[config.mk]
export PLATFORM = sky130hd
export DESIGN_NAME = pwr_mode_seq
export DESIGN_NICKNAME = d
export VERILOG_FILES = /design/src/rtl/pms_pkg.sv /design/src/rtl/pms_wake.sv /design/src/rtl/pms_fsm.sv /design/src/rtl/pms_regs.sv /design/src/rtl/pwr_mode_seq.sv
export SDC_FILE = /design/constraint.sdc
export NUM_CORES = 1
export LEC_CHECK = 0
export CAP_MARGIN = 10
export CELL_PAD_IN_SITES_DETAIL_PLACEMENT = 0
export CELL_PAD_IN_SITES_GLOBAL_PLACEMENT = 2
export CORE_UTILIZATION = 36
export DETAILED_ROUTE_END_ITERATION = 10
export PLACE_DENSITY_LB_ADDON = 0.08
export SLEW_MARGIN = 5
export SYNTH_ARGS = -nofsm -noshare
export SYNTH_HDL_FRONTEND = slang
export SYNTH_HIERARCHICAL = 1
export SYNTH_SLANG_ARGS = --single-unit
[constraint.sdc]
create_clock -name clk -period 4.4 [get_ports clk]
set_input_delay 1.1 -clock clk [delete_from_list [all_inputs] [get_ports clk]]
set_output_delay 1.1 -clock clk [all_outputs]
set_load 0.05 [all_outputs]
[src/rtl/pms_pkg.sv]
package pms_pkg;

    typedef enum logic [2:0] {
        PM_RUN    = 3'd0,
        PM_ENTER  = 3'd1,
        PM_STBY   = 3'd2,
        PM_SLEEP  = 3'd3,
        PM_SETTLE = 3'd4
    } pm_state_e;

    localparam int unsigned ADDR_W = 3;

    localparam logic [ADDR_W-1:0] ADDR_MODE   = 3'd0;
    localparam logic [ADDR_W-1:0] ADDR_WCFG   = 3'd1;
    localparam logic [ADDR_W-1:0] ADDR_FLAGS  = 3'd2;
    localparam logic [ADDR_W-1:0] ADDR_ANA    = 3'd3;
    localparam logic [ADDR_W-1:0] ADDR_SETTLE = 3'd4;
    localparam logic [ADDR_W-1:0] ADDR_RETAIN = 3'd5;

    localparam logic [1:0] REQ_STBY  = 2'd1;
    localparam logic [1:0] REQ_SLEEP = 2'd2;

endpackage

[src/rtl/pms_wake.sv]
module pms_wake #(
    parameter int unsigned NUM_EXT = 4
) (
    input  logic               clk,
    input  logic               por_n,
    input  logic [NUM_EXT-1:0] ext_i,
    input  logic [NUM_EXT-1:0] ext_en_i,
    input  logic               wkc_en_i,
    input  logic               rtc_alarm_i,
    input  logic               alarm_en_i,
    input  logic [NUM_EXT:0]   clr_i,
    output logic [NUM_EXT:0]   flags_o,
    output logic               wake_o
);

    localparam int unsigned FLAG_W = NUM_EXT + 1;

    typedef struct packed {
        logic [NUM_EXT-1:0] s1;
        logic [NUM_EXT-1:0] s2;
        logic [NUM_EXT-1:0] prev;
        logic               alarm_prev;
        logic [FLAG_W-1:0]  flags;
    } wake_s;

    wake_s q, d;
    logic [FLAG_W-1:0] evt;
    logic [FLAG_W-1:0] enmask;

    assign evt[0]    = rtc_alarm_i & ~q.alarm_prev & alarm_en_i;
    assign enmask[0] = alarm_en_i;

    for (genvar i = 0; i < NUM_EXT; i++) begin : g_line
        assign evt[i+1]    = q.s2[i] & ~q.prev[i] & ext_en_i[i] & wkc_en_i;
        assign enmask[i+1] = ext_en_i[i] & wkc_en_i;
    end

    always_comb begin
        d            = q;
        d.s1         = ext_i;
        d.s2         = q.s1;
        d.prev       = q.s2;
        d.alarm_prev = rtc_alarm_i;
        d.flags      = (q.flags & ~clr_i) | evt;
    end

    always_ff @(posedge clk or negedge por_n) begin
        if (!por_n) q <= '0;
        else        q <= d;
    end

    assign flags_o = q.flags;
    assign wake_o  = |evt;

    // a set flag survives every cycle in which it is not cleared
    assert_flag_sticky_R7: assert property (@(posedge clk) disable iff (!por_n)
        1'b1 |=> ((q.flags & $past(q.flags & ~clr_i)) == $past(q.flags & ~clr_i)));

    // a flag can only rise for a source that was enabled
    assert_masked_no_flag_R6: assert property (@(posedge clk) disable iff (!por_n)
        1'b1 |=> (((q.flags & ~$past(q.flags)) & ~$past(enmask)) == '0));

endmodule

[src/rtl/pms_fsm.sv]
module pms_fsm
    import pms_pkg::*;
#(
    parameter int unsigned CNT_W = 8
) (
    input  logic             clk,
    input  logic             por_n,
    input  logic             req_stby_i,
    input  logic             req_sleep_i,
    input  logic             wake_i,
    input  logic [CNT_W-1:0] settle_i,
    output pm_state_e        state_o,
    output logic             vddd_en_o,
    output logic             vddd_low_o,
    output logic             osc_en_o,
    output logic             cpu_pause_o,
    output logic             ana_gate_o,
    output logic             sys_rst_o
);

    typedef struct packed {
        pm_state_e        state;
        logic             target_sleep;
        logic             from_sleep;
        logic [CNT_W-1:0] cnt;
    } fsm_s;

    fsm_s q, d;

    always_comb begin
        d = q;
        unique case (q.state)
            PM_RUN: begin
                if (req_stby_i || req_sleep_i) begin
                    d.state        = PM_ENTER;
                    d.target_sleep = req_sleep_i;
                end
            end
            PM_ENTER: begin
                if (wake_i)              d.state = PM_RUN;
                else if (q.target_sleep) d.state = PM_SLEEP;
                else                     d.state = PM_STBY;
            end
            PM_STBY, PM_SLEEP: begin
                if (wake_i) begin
                    d.state      = PM_SETTLE;
                    d.from_sleep = (q.state == PM_SLEEP);
                    d.cnt        = settle_i;
                end
            end
            PM_SETTLE: begin
                if (q.cnt == '0) begin
                    d.state      = PM_RUN;
                    d.from_sleep = 1'b0;
                end else begin
                    d.cnt = q.cnt - 1'b1;
                end
            end
            default: d.state = PM_RUN;
        endcase
    end

    always_ff @(posedge clk or negedge por_n) begin
        if (!por_n) q <= '{state: PM_RUN, target_sleep: 1'b0, from_sleep: 1'b0, cnt: '0};
        else        q <= d;
    end

    always_comb begin
        vddd_en_o   = 1'b1;
        vddd_low_o  = 1'b0;
        osc_en_o    = 1'b1;
        cpu_pause_o = 1'b1;
        ana_gate_o  = 1'b0;
        sys_rst_o   = 1'b0;
        unique case (q.state)
            PM_RUN: begin
                cpu_pause_o = 1'b0;
                ana_gate_o  = 1'b1;
            end
            PM_STBY: begin
                vddd_low_o = 1'b1;
                osc_en_o   = 1'b0;
            end
            PM_SLEEP: begin
                vddd_en_o = 1'b0;
                osc_en_o  = 1'b0;
            end
            PM_SETTLE: sys_rst_o = q.from_sleep;
            default: ;
        endcase
    end

    assign state_o = q.state;

    // a low-power state is only reached through the entry step
    assert_entry_path_R2: assert property (@(posedge clk) disable iff (!por_n)
        ((q.state == PM_STBY || q.state == PM_SLEEP) &&
         !($past(q.state) == PM_STBY || $past(q.state) == PM_SLEEP))
        |-> $past(q.state) == PM_ENTER);

    // a wake during entry sends the block back to run
    assert_abort_to_run_R8: assert property (@(posedge clk) disable iff (!por_n)
        (q.state == PM_ENTER && wake_i) |=> q.state == PM_RUN);

    // settling continues while count remains
    assert_settle_hold_R9: assert property (@(posedge clk) disable iff (!por_n)
        (q.state == PM_SETTLE && q.cnt != '0) |=> q.state == PM_SETTLE);

    // nothing after standby raises the reset
    assert_stby_no_reset_R10: assert property (@(posedge clk) disable iff (!por_n)
        (q.state == PM_STBY) |=> !sys_rst_o);

    // reset is released only on the move back to run
    assert_reset_release_R11: assert property (@(posedge clk) disable iff (!por_n)
        $fell(sys_rst_o) |-> (q.state == PM_RUN && $past(q.state) == PM_SETTLE));

endmodule

[src/rtl/pms_regs.sv]
module pms_regs
    import pms_pkg::*;
#(
    parameter int unsigned NUM_EXT    = 4,
    parameter int unsigned ANA_W      = 6,
    parameter int unsigned CNT_W      = 8,
    parameter int unsigned DATA_W     = 32,
    parameter int unsigned SETTLE_RST = 4
) (
    input  logic              clk,
    input  logic              por_n,
    input  logic              wr_en_i,
    input  logic [ADDR_W-1:0] addr_i,
    input  logic [DATA_W-1:0] wdata_i,
    input  pm_state_e         state_i,
    input  logic [NUM_EXT:0]  flags_i,
    input  logic              sys_rst_i,
    output logic [DATA_W-1:0] rdata_o,
    output logic              req_stby_o,
    output logic              req_sleep_o,
    output logic              rtc_en_o,
    output logic              alarm_en_o,
    output logic              wkc_en_o,
    output logic [NUM_EXT-1:0] ext_en_o,
    output logic [NUM_EXT:0]  clr_o,
    output logic [ANA_W-1:0]  ana_cfg_o,
    output logic [CNT_W-1:0]  settle_o
);

    localparam int unsigned WCFG_W = 3 + NUM_EXT;

    typedef struct packed {
        logic [WCFG_W-1:0] wcfg;
        logic [ANA_W-1:0]  ana;
        logic [CNT_W-1:0]  settle;
        logic [DATA_W-1:0] retain;
    } regs_s;

    regs_s q, d;
    logic  wr_mode;

    assign wr_mode     = wr_en_i && (addr_i == ADDR_MODE);
    assign req_stby_o  = wr_mode && (wdata_i[1:0] == REQ_STBY);
    assign req_sleep_o = wr_mode && (wdata_i[1:0] == REQ_SLEEP);
    assign clr_o       = (wr_en_i && addr_i == ADDR_FLAGS) ? wdata_i[NUM_EXT:0] : '0;

    always_comb begin
        d = q;
        if (wr_en_i) begin
            unique case (addr_i)
                ADDR_WCFG:   d.wcfg   = wdata_i[WCFG_W-1:0];
                ADDR_ANA:    d.ana    = wdata_i[ANA_W-1:0];
                ADDR_SETTLE: d.settle = wdata_i[CNT_W-1:0];
                ADDR_RETAIN: d.retain = wdata_i;
                default: ;
            endcase
        end
        if (sys_rst_i) d.ana = '0;
    end

    always_ff @(posedge clk or negedge por_n) begin
        if (!por_n) q <= '{wcfg: '0, ana: '0, settle: CNT_W'(SETTLE_RST), retain: '0};
        else        q <= d;
    end

    always_comb begin
        unique case (addr_i)
            ADDR_MODE:   rdata_o = DATA_W'(state_i);
            ADDR_WCFG:   rdata_o = DATA_W'(q.wcfg);
            ADDR_FLAGS:  rdata_o = DATA_W'(flags_i);
            ADDR_ANA:    rdata_o = DATA_W'(q.ana);
            ADDR_SETTLE: rdata_o = DATA_W'(q.settle);
            ADDR_RETAIN: rdata_o = q.retain;
            default:     rdata_o = '0;
        endcase
    end

    assign rtc_en_o   = q.wcfg[0];
    assign alarm_en_o = q.wcfg[1];
    assign wkc_en_o   = q.wcfg[2];
    assign ext_en_o   = q.wcfg[3 +: NUM_EXT];
    assign ana_cfg_o  = q.ana;
    assign settle_o   = q.settle;

    // only a direct write changes the retention register
    assert_retain_kept_R12: assert property (@(posedge clk) disable iff (!por_n)
        !(wr_en_i && addr_i == ADDR_RETAIN) |=> $stable(q.retain));

    // the system reset empties the analog configuration
    assert_ana_cleared_R11: assert property (@(posedge clk) disable iff (!por_n)
        sys_rst_i |=> q.ana == '0);

endmodule

[src/rtl/pwr_mode_seq.sv]
module pwr_mode_seq
    import pms_pkg::*;
#(
    parameter int unsigned NUM_EXT    = 4,
    parameter int unsigned ANA_W      = 6,
    parameter int unsigned CNT_W      = 8,
    parameter int unsigned DATA_W     = 32,
    parameter int unsigned SETTLE_RST = 4
) (
    input  logic               clk,
    input  logic               por_n,
    input  logic               bus_wr_i,
    input  logic [2:0]         bus_addr_i,
    input  logic [DATA_W-1:0]  bus_wdata_i,
    output logic [DATA_W-1:0]  bus_rdata_o,
    input  logic [NUM_EXT-1:0] ext_wake_i,
    input  logic               rtc_alarm_i,
    output logic               vddd_en_o,
    output logic               vddd_low_o,
    output logic               osc_en_o,
    output logic [ANA_W-1:0]   ana_en_o,
    output logic               cpu_pause_o,
    output logic               sys_rst_o,
    output logic               rtc_en_o,
    output logic               alarm_en_o,
    output logic               wkc_en_o
);

    pm_state_e          state;
    logic               req_stby, req_sleep, wake, ana_gate;
    logic [NUM_EXT-1:0] ext_en;
    logic [NUM_EXT:0]   flags, clr;
    logic [ANA_W-1:0]   ana_cfg;
    logic [CNT_W-1:0]   settle;

    pms_regs #(
        .NUM_EXT(NUM_EXT), .ANA_W(ANA_W), .CNT_W(CNT_W),
        .DATA_W(DATA_W), .SETTLE_RST(SETTLE_RST)
    ) u_regs (
        .clk(clk), .por_n(por_n),
        .wr_en_i(bus_wr_i), .addr_i(bus_addr_i), .wdata_i(bus_wdata_i),
        .state_i(state), .flags_i(flags), .sys_rst_i(sys_rst_o),
        .rdata_o(bus_rdata_o), .req_stby_o(req_stby), .req_sleep_o(req_sleep),
        .rtc_en_o(rtc_en_o), .alarm_en_o(alarm_en_o), .wkc_en_o(wkc_en_o),
        .ext_en_o(ext_en), .clr_o(clr), .ana_cfg_o(ana_cfg), .settle_o(settle)
    );

    pms_wake #(.NUM_EXT(NUM_EXT)) u_wake (
        .clk(clk), .por_n(por_n),
        .ext_i(ext_wake_i), .ext_en_i(ext_en), .wkc_en_i(wkc_en_o),
        .rtc_alarm_i(rtc_alarm_i), .alarm_en_i(rtc_en_o & alarm_en_o),
        .clr_i(clr), .flags_o(flags), .wake_o(wake)
    );

    pms_fsm #(.CNT_W(CNT_W)) u_fsm (
        .clk(clk), .por_n(por_n),
        .req_stby_i(req_stby), .req_sleep_i(req_sleep), .wake_i(wake),
        .settle_i(settle), .state_o(state),
        .vddd_en_o(vddd_en_o), .vddd_low_o(vddd_low_o), .osc_en_o(osc_en_o),
        .cpu_pause_o(cpu_pause_o), .ana_gate_o(ana_gate), .sys_rst_o(sys_rst_o)
    );

    assign ana_en_o = ana_cfg & {ANA_W{ana_gate}};

    // no analog enable while the processor is paused
    assert_ana_off_paused_R5: assert property (@(posedge clk) disable iff (!por_n)
        cpu_pause_o |-> ana_en_o == '0);

endmodule

Word-level counts from Yosys, hierarchy flattened
Index checks and enable logic that the tools add are counted.
{ "classes": {"eq_ne": 15, "n_reduce_logical": 21, "mux": 23, "n_bitwise": 24, "add_sub_neg": 1} }
{ "ops": {"columns": ["cell", "n"], "rows": [
  ["32-bit one-hot mux with 6 select lines", 1],
  ["46-bit two-way mux", 1],
  ["32-bit two-way mux", 1],
  ["9-bit one-hot mux with 2 select lines", 1],
  ["8-bit two-way mux", 2],
  ["1-bit AND", 15],
  ["3-bit by 2-bit == test with 1-bit output, second input constant", 4],
  ["6-bit two-way mux", 2],
  ["3-bit one-hot mux with 4 select lines", 1],
  ["2-bit AND reduction", 5],
  ["3-bit == test, second input constant", 3],
  ["3-bit two-way mux", 3],
  ["9-bit two-way mux", 1],
  ["3-bit AND reduction", 3],
  ["8-bit zero test", 1],
  ["1-bit two-way mux", 8],
  ["8-bit by 1-bit subtractor with 8-bit output, second input constant", 1],
  ["6-bit AND", 1],
  ["3-bit by 1-bit == test with 1-bit output, second input constant", 2],
  ["3-bit zero test", 2],
  ["2-bit by 1-bit != test with 1-bit output, second input constant", 3],
  ["2-bit nonzero test", 3],
  ["5-bit AND", 1],
  ["5-bit two-way mux", 1],
  ["11 further kinds", 18]
]} }
{ "totals": {"input_bits": 43, "output_inout_bits": 46, "register_bits": 84} }

Depth between registers and ports, before layout
Gate-level depths: netlist of run 1.
{ "depth": {"depth_word": 7, "mapped_depth": 9, "ltp_nobuf": 9} }

Hierarchy
Netlist of run 1, hierarchy kept.
{ "by_module_without_submodules": {"columns": ["module", "cells_each", "instances", "area_each_um2"], "rows": [
  ["pms_regs", 225, 1, 2766.4],
  ["pms_fsm", 93, 1, 898.4],
  ["pms_wake", 40, 1, 585.6],
  ["pwr_mode_seq", 7, 1, 43.8]
]} }

Least setup slack after synthesis of run 1
OpenSTA, ideal clock, no wires.
{ "synth_path": {"path_kind": "input port to output port", "start": "in bus_addr_i[0]", "end": "out bus_rdata_o[0]", "n_path_buf": 2, "required_ns": 3.300, "setup_slack_ns": 0.527, "arrival_time_ns": 2.773, "cell_stages": 5, "path_cell_list": "buf_2 -> buf_2 -> nand3_1 -> o21a_1 -> o21ai_0"} }
{ "synth_between": {"elab_chain_cells": 2, "word_cells_on_any_way": 7, "cone_classes": "eq/ne: 5; mux: 1; reduce/logical: 1"} }
{ "synth_lines": {"columns": ["item", "line_no", "source"], "rows": [
  ["start: declaration", "pwr_mode_seq.sv:13", "input logic [2:0] bus_addr_i,"],
  ["3-bit == test, or another cell as far along", "pms_regs.sv:67", "unique case (addr_i)"],
  ["32-bit one-hot mux with 6 select lines (*)", "pms_regs.sv:67", null],
  ["end: declaration", "pwr_mode_seq.sv:15", "output logic [DATA_W-1:0] bus_rdata_o,"]
]} }
Every way passes the cells marked *; elsewhere a longest branch is shown, timed or not.

Final worst setup path of run 1
{ "layout_path": {"start": "in bus_addr_i[2]", "end": "out bus_rdata_o[10]"} }
Same word-level chain as after synthesis.

==> results of run 1 <==
-- worst register-to-register path: cells and delay by family (launching register included) --
family	cells	cell delay, ns
simple gates	4	0.94
flops	1	0.47
buf+inv	2	0.37
mux	1	0.29
compound gates	1	0.11
-- registers in the layout, indices dropped and copies added, names as in the netlist --
name	cells
u_fsm/state_o	3
u_wake/q	5
u_regs/rtc_en_o	1
u_wake/d	8
u_wake/flags_o	5
u_fsm/q	10
u_regs/ext_en_o	4
u_regs/wkc_en_o	1
u_regs/q	32
u_regs/settle_o	8
u_regs/ana_cfg_o	6
u_regs/alarm_en_o	1
-- per-stage QoR --
step	cells	utilization
6_report	579	0.5021
5_1_grt	579	0.5021
4_1_cts	579	0.5021
3_5_place_dp	563	0.4718
3_3_place_gp	563	0.4718
2_1_floorplan	365	-
-- cell type report --
type                    instances  area (µm²)  area share
clock buffers                   9       225.2     0.03895
clock inverters                 7       123.9     0.02142
inverters                      11       43.79    0.007574
multi-input cells             228        1841      0.3183
flip-flops and latches         84        2103      0.3638
well taps                     143       178.9     0.03095
repair buffers                 97        1266      0.2190
-- cells by family after synthesis --
family,count (synthesis)
compound gates,45
buf+inv,53
flops,84
mux,66
fa+ha+maj,2
simple gates,115
-- power breakdown --
group          internal [W]  switching [W]  leakage (nW)  total (W)
sequential         0.000971       0.000186          1.01    0.00116
combinational      0.000487       0.000590          1.32    0.00108
clock              0.000559       0.000327         0.166   0.000886
-- worst min-delay path by stage --
stage                            from                     to  slack, ns
6_report       u_wake/d[13]$_DFF_PN0_  u_wake/d[9]$_DFF_PN0_       0.35
3_5_place_dp   u_wake/d[13]$_DFF_PN0_  u_wake/d[9]$_DFF_PN0_       0.34
5_1_grt        u_wake/d[12]$_DFF_PN0_  u_wake/d[8]$_DFF_PN0_       0.36
4_1_cts        u_wake/d[12]$_DFF_PN0_  u_wake/d[8]$_DFF_PN0_       0.35
3_3_place_gp   u_wake/d[13]$_DFF_PN0_  u_wake/d[9]$_DFF_PN0_       0.33
2_1_floorplan  u_wake/d[10]$_DFF_PN0_  u_wake/d[6]$_DFF_PN0_       0.33
-- synthesized netlist by cell type (5+ instances only) --
cell / count
buf_2: 5
mux2_4: 6
nand4b_1: 6
nor3_1: 5
nand2_1: 14
buf_4: 28
and2_1: 37
o221ai_1: 5
dfrtp_1: 83
o21ai_0: 9
mux2_2: 44
inv_1: 9
buf_6: 5
nor2_1: 17
mux2i_1: 16
-- routing by layer --
layer  routed length (µm)  vias to the layer above
met3                  652                       10
met4                  141                        0
met2                 4777                       81
met1                 4872                     1477
li1                     -                     1397
met5                    0                        -
==> impl_metrics.yaml, run 1 <==
global_route:
  grt_first_pass_wirelength_um: 17230
  overflow: 0
  grt_antenna_before_repair: 0
  met3_usage: 0.05085
  grt.busiest_layer: "met2"
  grt_usage: 0.1813
  grt_max_degree: 64
  grt_use_met2: 0.2763
  grt_pass1_vias: 3144
  grt_use_met1: 0.2436
yosys:
  yosys-top-cells-area: "dfrtp_1 48%, mux2_2 12%, and2_1 5.4%"
  synthAdderAreaFrac: 0.005828
  yosys_register_bits: 84
  muxShareOfSynthArea: 0.1737
  synth-seq-area-share: 0.4898
  synth-xor-area-share: 0
  async_reset_ff_frac: 1.000
  yosys.area.top_type: "dfrtp_1"
  synthesis.nets: 410
  synthFlopType: "dfrtp_1"
  avgSynthCellArea_um2: 11.76
  syn_area_um2: 4294
  ys_types: 59
  synth-compound-area-share: 0.07663
  synth_cells: 365
  yosysWarnings: 6
  synth_top_family_by_area: "multiplexers"
  yosys.area_share.simple: 0.1725
  synth_top_area_frac: 0.4837
  synth-edff-count: 0
cts:
  cts_setup_buffers: 0
  cts_buffers: 9
  cts_tree: "done"
  cts.htree.levels: 3
  clk_latency_ns: 0.34
  clockRootBuffer: "clkbuf_16"
  ctsResizeCount: 0
  postCtsHoldBufs: 0
  clockBufferDepth: 2
  path_clk_slew_ns: 0.06
  clock_sinks: 84
flow_run:
  maxCapViolCount: 0
timing:
  tns_ns: 0
  slew_viol_final: 0
  min_period_ns: 4.058
  timing.hold.ws_ns: 0.3496
  rsz0062_at_grt: "no"
  min_period_over_period: 0.9223
  finalSetupViolCount: 0
  relSlewSlack: 0.4573
  skew_ns: 0.004703
  worst_slew_pin_slew_ns: 0.8141
  max_freq_mhz: 246.4
  hold_viol: 0
  worst_slack_ns: 0.3418
detailed_routing:
  drtIter0Drc: 149
  via_per_inst: 5.121
  vias: 2965
  drt-pass1-iter-count: 7
  avgRoutedWirePerCell_um: 18.04
  drc: 9
  ant_nets: 0
  postRouteWirelength_um: 10440
worst_setup_path:
  crit_buf_inv: 3
  reg2reg_to: "u_fsm/q[1]$_DFFE_PN0P_"
  reg2reg_from: "u_regs/wkc_en_o$_DFFE_PN0P_"
  endpoint: "bus_rdata_o[10]"
  path_max_fanout: 25
  cp_top_family: "buffers and inverters"
  ff2ff_setup_slack_ns: 2.12
  criticalPathCategory: "primary input to output pin"
  r2r_cells: 8
  path_cells: "clkdlybuf4s50_1 -> and3b_1 -> buf_4 -> and2_1 -> buf_12"
  worstSetupStartpoint: "bus_addr_i[2]"
  worst-path-stages: 5
  max_stage_delay_ns: 0.86
  slowest_stage: "clkdlybuf4s50_1"
  worst_setup_path_start_kind: "primary input"
  critPathCaptureType: "output pin"
  cp_data_required_time_ns: 3.30
  cp.arrival_ns: 2.96
final_layout:
  n_antenna_cell: 0
  area_growth_pct: 34.64
  drive_gt1_frac: 0.2936
  layout_commonest_cell: "dfrtp_1"
  nNetsFinal: 476
  design_area_um2: 5782
  fill_cells: 1051
  layout_common_cells: "83 x dfrtp_1, 55 x clkdlybuf4s50_1, 44 x mux2_2"
worst_hold_path:
  hold_path.class: "flip-flop to flip-flop"
  hold_depth: 0
power_and_ir_drop:
  p_per_area_nw_per_um2: 539.7
  vdd_drop_max_mv: 0.2896
  power.leakage_nw: 2.494
  power_w: 0.003120
placed_design:
  dp_slack_ns: 0.3522
  dp.final_hpwl_um: 7535
  gp_congestion: 0.8099
  place_area_um2: 5433
  io_buffers: 88
outcome:
  violations: "design-rule violations"
  status: "complete, but fails checks"
floorplan:
  io_pins: 89
  initial_core_util: 0.3729
  die_h_um: 111.2
  die_x_um: 111.2
  fp-row-count: 39
  core_area_um2: 11520
  die_area_um2: 12370
Note: power is estimated with default switching activity, not from simulation.
==> run 2: changes to the inputs <==
Settings changed: ABC_AREA from default to 1, CORE_UTILIZATION 36 to 32.
==> run 2 against run 1 <==
Effect of this change: the flow now finishes without violations; critical path depth unchanged; count of clock-buffer cells in the layout unchanged; sequential share of layout area decreased by 0.94 points; register-to-register slack improved by 0.47 ns; die area rose by 18%; synthesized cell count grew 55%; synthesized area is 5.3% higher; routed wire length increased by 11%; global-route usage down 0.93 points; core utilization shrank 7.3 points; clock skew up 0.0020 ns; largest cell class unchanged; largest power group is now combinational cells; highest routed layer unchanged.
==> impl_metrics.yaml, run 2 <==
worst_setup_path:
  worst_setup_path_start_kind: "primary input"
  cp_data_required_time_ns: 3.30
  r2r_cells: 12
  criticalPathCategory: "primary input to output pin"
  max_stage_delay_ns: 0.61
  path_cells: "clkdlybuf4s50_1 -> nor2_8 -> nand2_4 -> o21ai_0 -> buf_12"
  slowest_stage: "clkdlybuf4s50_1"
  critPathCaptureType: "output pin"
  path_max_fanout: 33
  cp.arrival_ns: 2.79
global_route:
  grt_usage: 0.1720
  grt_first_pass_wirelength_um: 19020
  grt_max_degree: 61
  grt_antenna_before_repair: 0
  overflow: 0
  grt_pass1_vias: 3665
final_layout:
  regMostFlops: "u_regs/q"
  drive_gt1_frac: 0.1781
  area_growth_pct: 31.27
  layout_commonest_cell: "nand2_1"
  largest_reg_flops: 32
  nNetsFinal: 669
  reg_top3: "u_regs/q (32), u_fsm/q (10)"
  n_antenna_cell: 0
  seq_area_um2: 2103
  fill_cells: 1415
  multiInputGateArea_um2: 1744
  layout_common_cells: "139 x nand2_1, 83 x dfrtp_1, 77 x inv_1"
yosys:
  yosys.area.top_type: "dfrtp_1"
  ys_types: 29
  yosys_register_bits: 84
  syn_area_um2: 4522
  avgSynthCellArea_um2: 8.017
  synthesis.nets: 609
  synth_cells: 564
  yosysWarnings: 6
  synth-seq-area-share: 0.4651
  yosys-top-cells-area: "dfrtp_1 46%, nand2_1 12%, inv_1 6.4%"
  synth-edff-count: 0
  synthTopCellsByCount: "139 x nand2_1, 83 x dfrtp_1, 77 x inv_1, 73 x nor2_1, 38 x nand3_1"
  async_reset_ff_frac: 1.000
  synth_top_area_frac: 0.4593
  synthMostInstantiatedCell: "nand2_1"
  synthFlopType: "dfrtp_1"
outcome:
  status: "finished clean"
cts:
  clock_sinks: 84
  clockRootBuffer: "clkbuf_16"
  clockBufferDepth: 2
  postCtsHoldBufs: 0
  cts.htree.levels: 3
  cts_buffers: 9
  cts_tree: "done"
  clk_latency_ns: 0.34
  cts_setup_buffers: 0
  path_clk_slew_ns: 0.07
  ctsResizeCount: 0
placed_design:
  dp.final_hpwl_um: 8753
  gp_congestion: 0.8131
  dp_slack_ns: 0.5102
  io_buffers: 88
timing:
  relSlewSlack: 0.4612
  worst_slack_ns: 0.5076
  min_period_over_period: 0.8846
  finalSetupViolCount: 0
  hold_viol: 0
  worst_slew_pin_slew_ns: 0.8083
  max_freq_mhz: 256.9
  tns_ns: 0
  min_period_ns: 3.892
  skew_ns: 0.006687
  rsz0062_at_grt: "no"
  slew_viol_final: 0
worst_hold_path:
  hold_path.class: "flip-flop to flip-flop"
  hold_depth: 0
detailed_routing:
  postRouteWirelength_um: 11610
  drtIter0Drc: 122
  ant_nets: 0
  vias: 3609
  drt-pass1-iter-count: 4
  via_per_inst: 4.461
  avgRoutedWirePerCell_um: 14.36
  drc: 0
flow_run:
  maxCapViolCount: 0
power_and_ir_drop:
  power_w: 0.002943
  p_per_area_nw_per_um2: 495.8
  power.leakage_nw: 2.833
  vdd_drop_max_mv: 0.2000
floorplan:
  die_x_um: 120.9
  die_h_um: 120.9
  io_pins: 89
  core_area_um2: 13830
  fp-row-count: 43
  initial_core_util: 0.3270
  die_area_um2: 14610
[run 2: cell types whose count changed after synthesis, sizes merged, moves of 5 or more]
cell / previous run / this run
nand2: 16 / 149
inv: 11 / 81
nor2: 18 / 81
o21ai: 10 / 62
mux2: 50 / 0
and2: 37 / 0
nand3: 5 / 38
mux2i: 16 / 0
nand4: 0 / 12
nand4b: 6 / 0
o221ai: 5 / 0
[run 2: cells by family (layout without fill, tap and decap cells)]
logic type      Yosys count  count (layout)  share of synthesized area
compound gates           67              67                     0.1027
buf+inv                 127             192                     0.1491
simple gates            284             284                     0.2775
fa+ha+maj                 2               2                   0.005533
flops                    84              84                     0.4651
[run 2: final cells by class]
| type | instances | area share |
|---|---|---|
| flip-flops and latches | 84 | 0.3543 |
| multi-input cells | 353 | 0.2938 |
| repair buffers | 93 | 0.2104 |
| inverters | 83 | 0.05396 |
| clock buffers | 9 | 0.03794 |
| well taps | 180 | 0.03794 |
| clock inverters | 7 | 0.01159 |
[run 2: metal layers]
layer  GRT usage  wire length, µm
met5           0                0
met4     0.06404              191
met3     0.03759              614
met2      0.2775             5488
met1      0.2248             5319
[run 2: worst paths after layout]
path | to | start | slack, ns
min | u_wake/d[8]$_DFF_PN0_ | u_wake/d[12]$_DFF_PN0_ | 0.35
max in group asynchronous | u_regs/q[1]$_DFFE_PN0P_ | por_n | 2.69
max | bus_rdata_o[7] | bus_addr_i[1] | 0.51
min in group asynchronous | u_fsm/q[4]$_DFFE_PN0P_ | por_n | 0.83
min reg2reg | u_wake/d[8]$_DFF_PN0_ | u_wake/d[12]$_DFF_PN0_ | 0.35
max reg2reg | u_fsm/q[0]$_DFFE_PN0P_ | u_regs/rtc_en_o$_DFFE_PN0P_ | 2.59
[run 2: stage by stage]
step / instance area (µm²) / hold slack, ns / std cells / utilization
final: 5936 / 0.3490 / 809 / 0.4293
after global routing: 5936 / 0.3599 / 809 / 0.4293
after CTS: 5936 / 0.3517 / 809 / 0.4293
after detailed placement: 5642 / 0.3347 / 793 / 0.4080
after global placement: 5642 / 0.3331 / 793 / 0.4080
after floorplan: 4522 / 0.3312 / 564 / -
[run 2: where the power goes]
part           internal, W  switching [W]
Sequential        0.000945       0.000133
Combinational     0.000406       0.000714
Clock             0.000397       0.000348
Total              0.00175        0.00119
[run 2: worst max-delay path, delay by kind of cell]
family          cells  cell delay (ns)
simple gates        2             0.45
buf+inv             2             0.80
compound gates      1             0.43
==> run 3: changes to the inputs <==
Settings changed: CAP_MARGIN 10 to 20, CORE_UTILIZATION 32 to 27.
Clock period 4.4 ns to 3.4 ns, I/O delays scaled along.
==> run 3 against run 2 <==
Effect of this change: setup slack lost 0.32 ns; final area is 2.0% higher; core utilization shrank 5.4 points; worst hold slack is essentially flat; combinational power is 29% higher; total power is 32% higher; sequential cell count is the same; global-route usage shrank 2.0 points; register-to-register slack got worse by 1.0 ns; highest routed layer unchanged; count of clock-buffer cells in the layout unchanged; clock power up 38%; sequential power increased by 30%.
==> impl_metrics.yaml, run 3 (synthesis gave the netlist of run 2 again) <==
outcome:
  status: "finished clean"
floorplan:
  io_pins: 89
  die_area_um2: 17270
  die_x_um: 131.4
  initial_core_util: 0.2806
  die_h_um: 131.4
  fp-row-count: 46
  core_area_um2: 16120
worst_setup_path:
  cp_data_required_time_ns: 2.55
  cp.arrival_ns: 2.37
  path_max_fanout: 6
  worst_setup_path_start_kind: "primary input"
  criticalPathCategory: "primary input to output pin"
  critPathCaptureType: "output pin"
detailed_routing:
  drtIter0Drc: 141
  drc: 0
  avgRoutedWirePerCell_um: 14.56
  drt-pass1-iter-count: 4
  postRouteWirelength_um: 12340
  ant_nets: 0
  via_per_inst: 4.275
  vias: 3625
cts:
  clockBufferDepth: 2
  cts_setup_buffers: 0
  cts_tree: "done"
  clk_latency_ns: 0.35
  cts.htree.levels: 3
  ctsResizeCount: 0
  clock_sinks: 84
  cts_buffers: 9
  clockRootBuffer: "clkbuf_16"
  path_clk_slew_ns: 0.07
  postCtsHoldBufs: 0
placed_design:
  dp.final_hpwl_um: 9536
  gp_congestion: 0.8087
  dp_slack_ns: 0.1755
  place_area_um2: 5747
  io_buffers: 88
worst_hold_path:
  hold_path.class: "flip-flop to flip-flop"
final_layout:
  regMostFlops: "u_regs/q"
  layout_commonest_cell: "nand2_1"
  drive_gt1_frac: 0.1820
  reg_top3: "u_regs/q (32), u_fsm/q (10)"
  fill_cells: 1683
  layout_common_cells: "139 x nand2_1, 83 x dfrtp_1, 77 x inv_1"
  nNetsFinal: 672
  design_area_um2: 6056
  largest_reg_flops: 32
  finish.utilization: 0.3758
  n_antenna_cell: 0
  area_growth_pct: 33.92
timing:
  rsz0062_at_grt: "no"
  worst_slack_ns: 0.1834
  relSlewSlack: 0.6436
  finalSetupViolCount: 0
  skew_ns: 0.006601
  timing.hold.ws_ns: 0.3487
  tns_ns: 0
  min_period_over_period: 0.9460
  slew_viol_final: 0
  min_period_ns: 3.217
  hold_viol: 0
  worst_slew_pin_slew_ns: 0.5346
  max_freq_mhz: 310.9
flow_run:
  maxCapViolCount: 0
global_route:
  grt_max_degree: 50
  grt_first_pass_wirelength_um: 20220
  grt_antenna_before_repair: 0
  grt_pass1_vias: 3569
  overflow: 0
  grt_usage: 0.1522
power_and_ir_drop:
  power.leakage_nw: 2.869
  vdd_drop_max_mv: 0.2666
  p_per_area_nw_per_um2: 642.4
run 3: changes by cell type in the layout (fill, tap and decap cells not counted):
cell / delta
buf_12: +3
bufinv_16: +1
clkinv_4: -1
clkinv_8: -1
clkinvlp_4: +1
inv_6: -1
inv_8: +1
run 3: critical path: stages:
cell             delay, ns
clkdlybuf4s50_1       0.59
buf_4                 0.19
nand2_1               0.09
nor2_4                0.16
nand2_1               0.08
nand2_1               0.09
nor2_1                0.04
nand2_1               0.12
buf_12                0.15
run 3: final timing paths:
check,startpoint,endpoint,slack [ns],cells past startpoint
worst max-delay path,bus_addr_i[0],bus_rdata_o[0],0.18,9
worst min-delay path,u_wake/d[11]$_DFF_PN0_,u_wake/d[7]$_DFF_PN0_,0.35,0
worst max register to register,u_regs/rtc_en_o$_DFFE_PN0P_,u_fsm/q[0]$_DFFE_PN0P_,1.59,12
worst min register to register,u_wake/d[11]$_DFF_PN0_,u_wake/d[7]$_DFF_PN0_,0.35,0
max in group asynchronous,por_n,u_regs/settle_o[2]$_DFFE_PN1P_,2.22,2
min in group asynchronous,por_n,u_fsm/q[6]$_DFFE_PN0P_,0.47,1
run 3: per-stage QoR:
| step | total power, W | instances |
|---|---|---|
| final | 0.003890 | 848 |
| after floorplan | 0.002508 | 564 |
| after detailed placement | 0.002903 | 832 |
| after CTS | 0.003963 | 848 |
| after global placement | 0.002898 | 832 |
| after global routing | 0.004173 | 848 |
run 3: metal layers:
layer | track usage | share of wire | up-vias
li1 | - | - | 1867
met1 | 0.2072 | 0.48 | 1666
met2 | 0.2313 | 0.46 | 77
met3 | 0.03395 | 0.042 | 15
met4 | 0.06331 | 0.020 | 0
met5 | 0 | 0 | -
run 3: layout make-up:
type | count | area [µm²] | share of cell area
Clock inverter | 7 | 83.83 | 0.01384
Clock buffer | 9 | 225.2 | 0.03719
Tap cell | 216 | 270.3 | 0.04463
Timing Repair Buffer | 96 | 1309 | 0.2161
Multi-Input combinational cell | 353 | 1744 | 0.2880
Inverter | 83 | 320.3 | 0.05289
Sequential cell | 84 | 2103 | 0.3473
run 3: power by group:
| group | switching [W] | internal (W) |
|---|---|---|
| clock network | 0.000450 | 0.000583 |
| registers | 0.000179 | 0.00122 |
| logic | 0.000924 | 0.000531 |
| total | 0.00155 | 0.00234 |
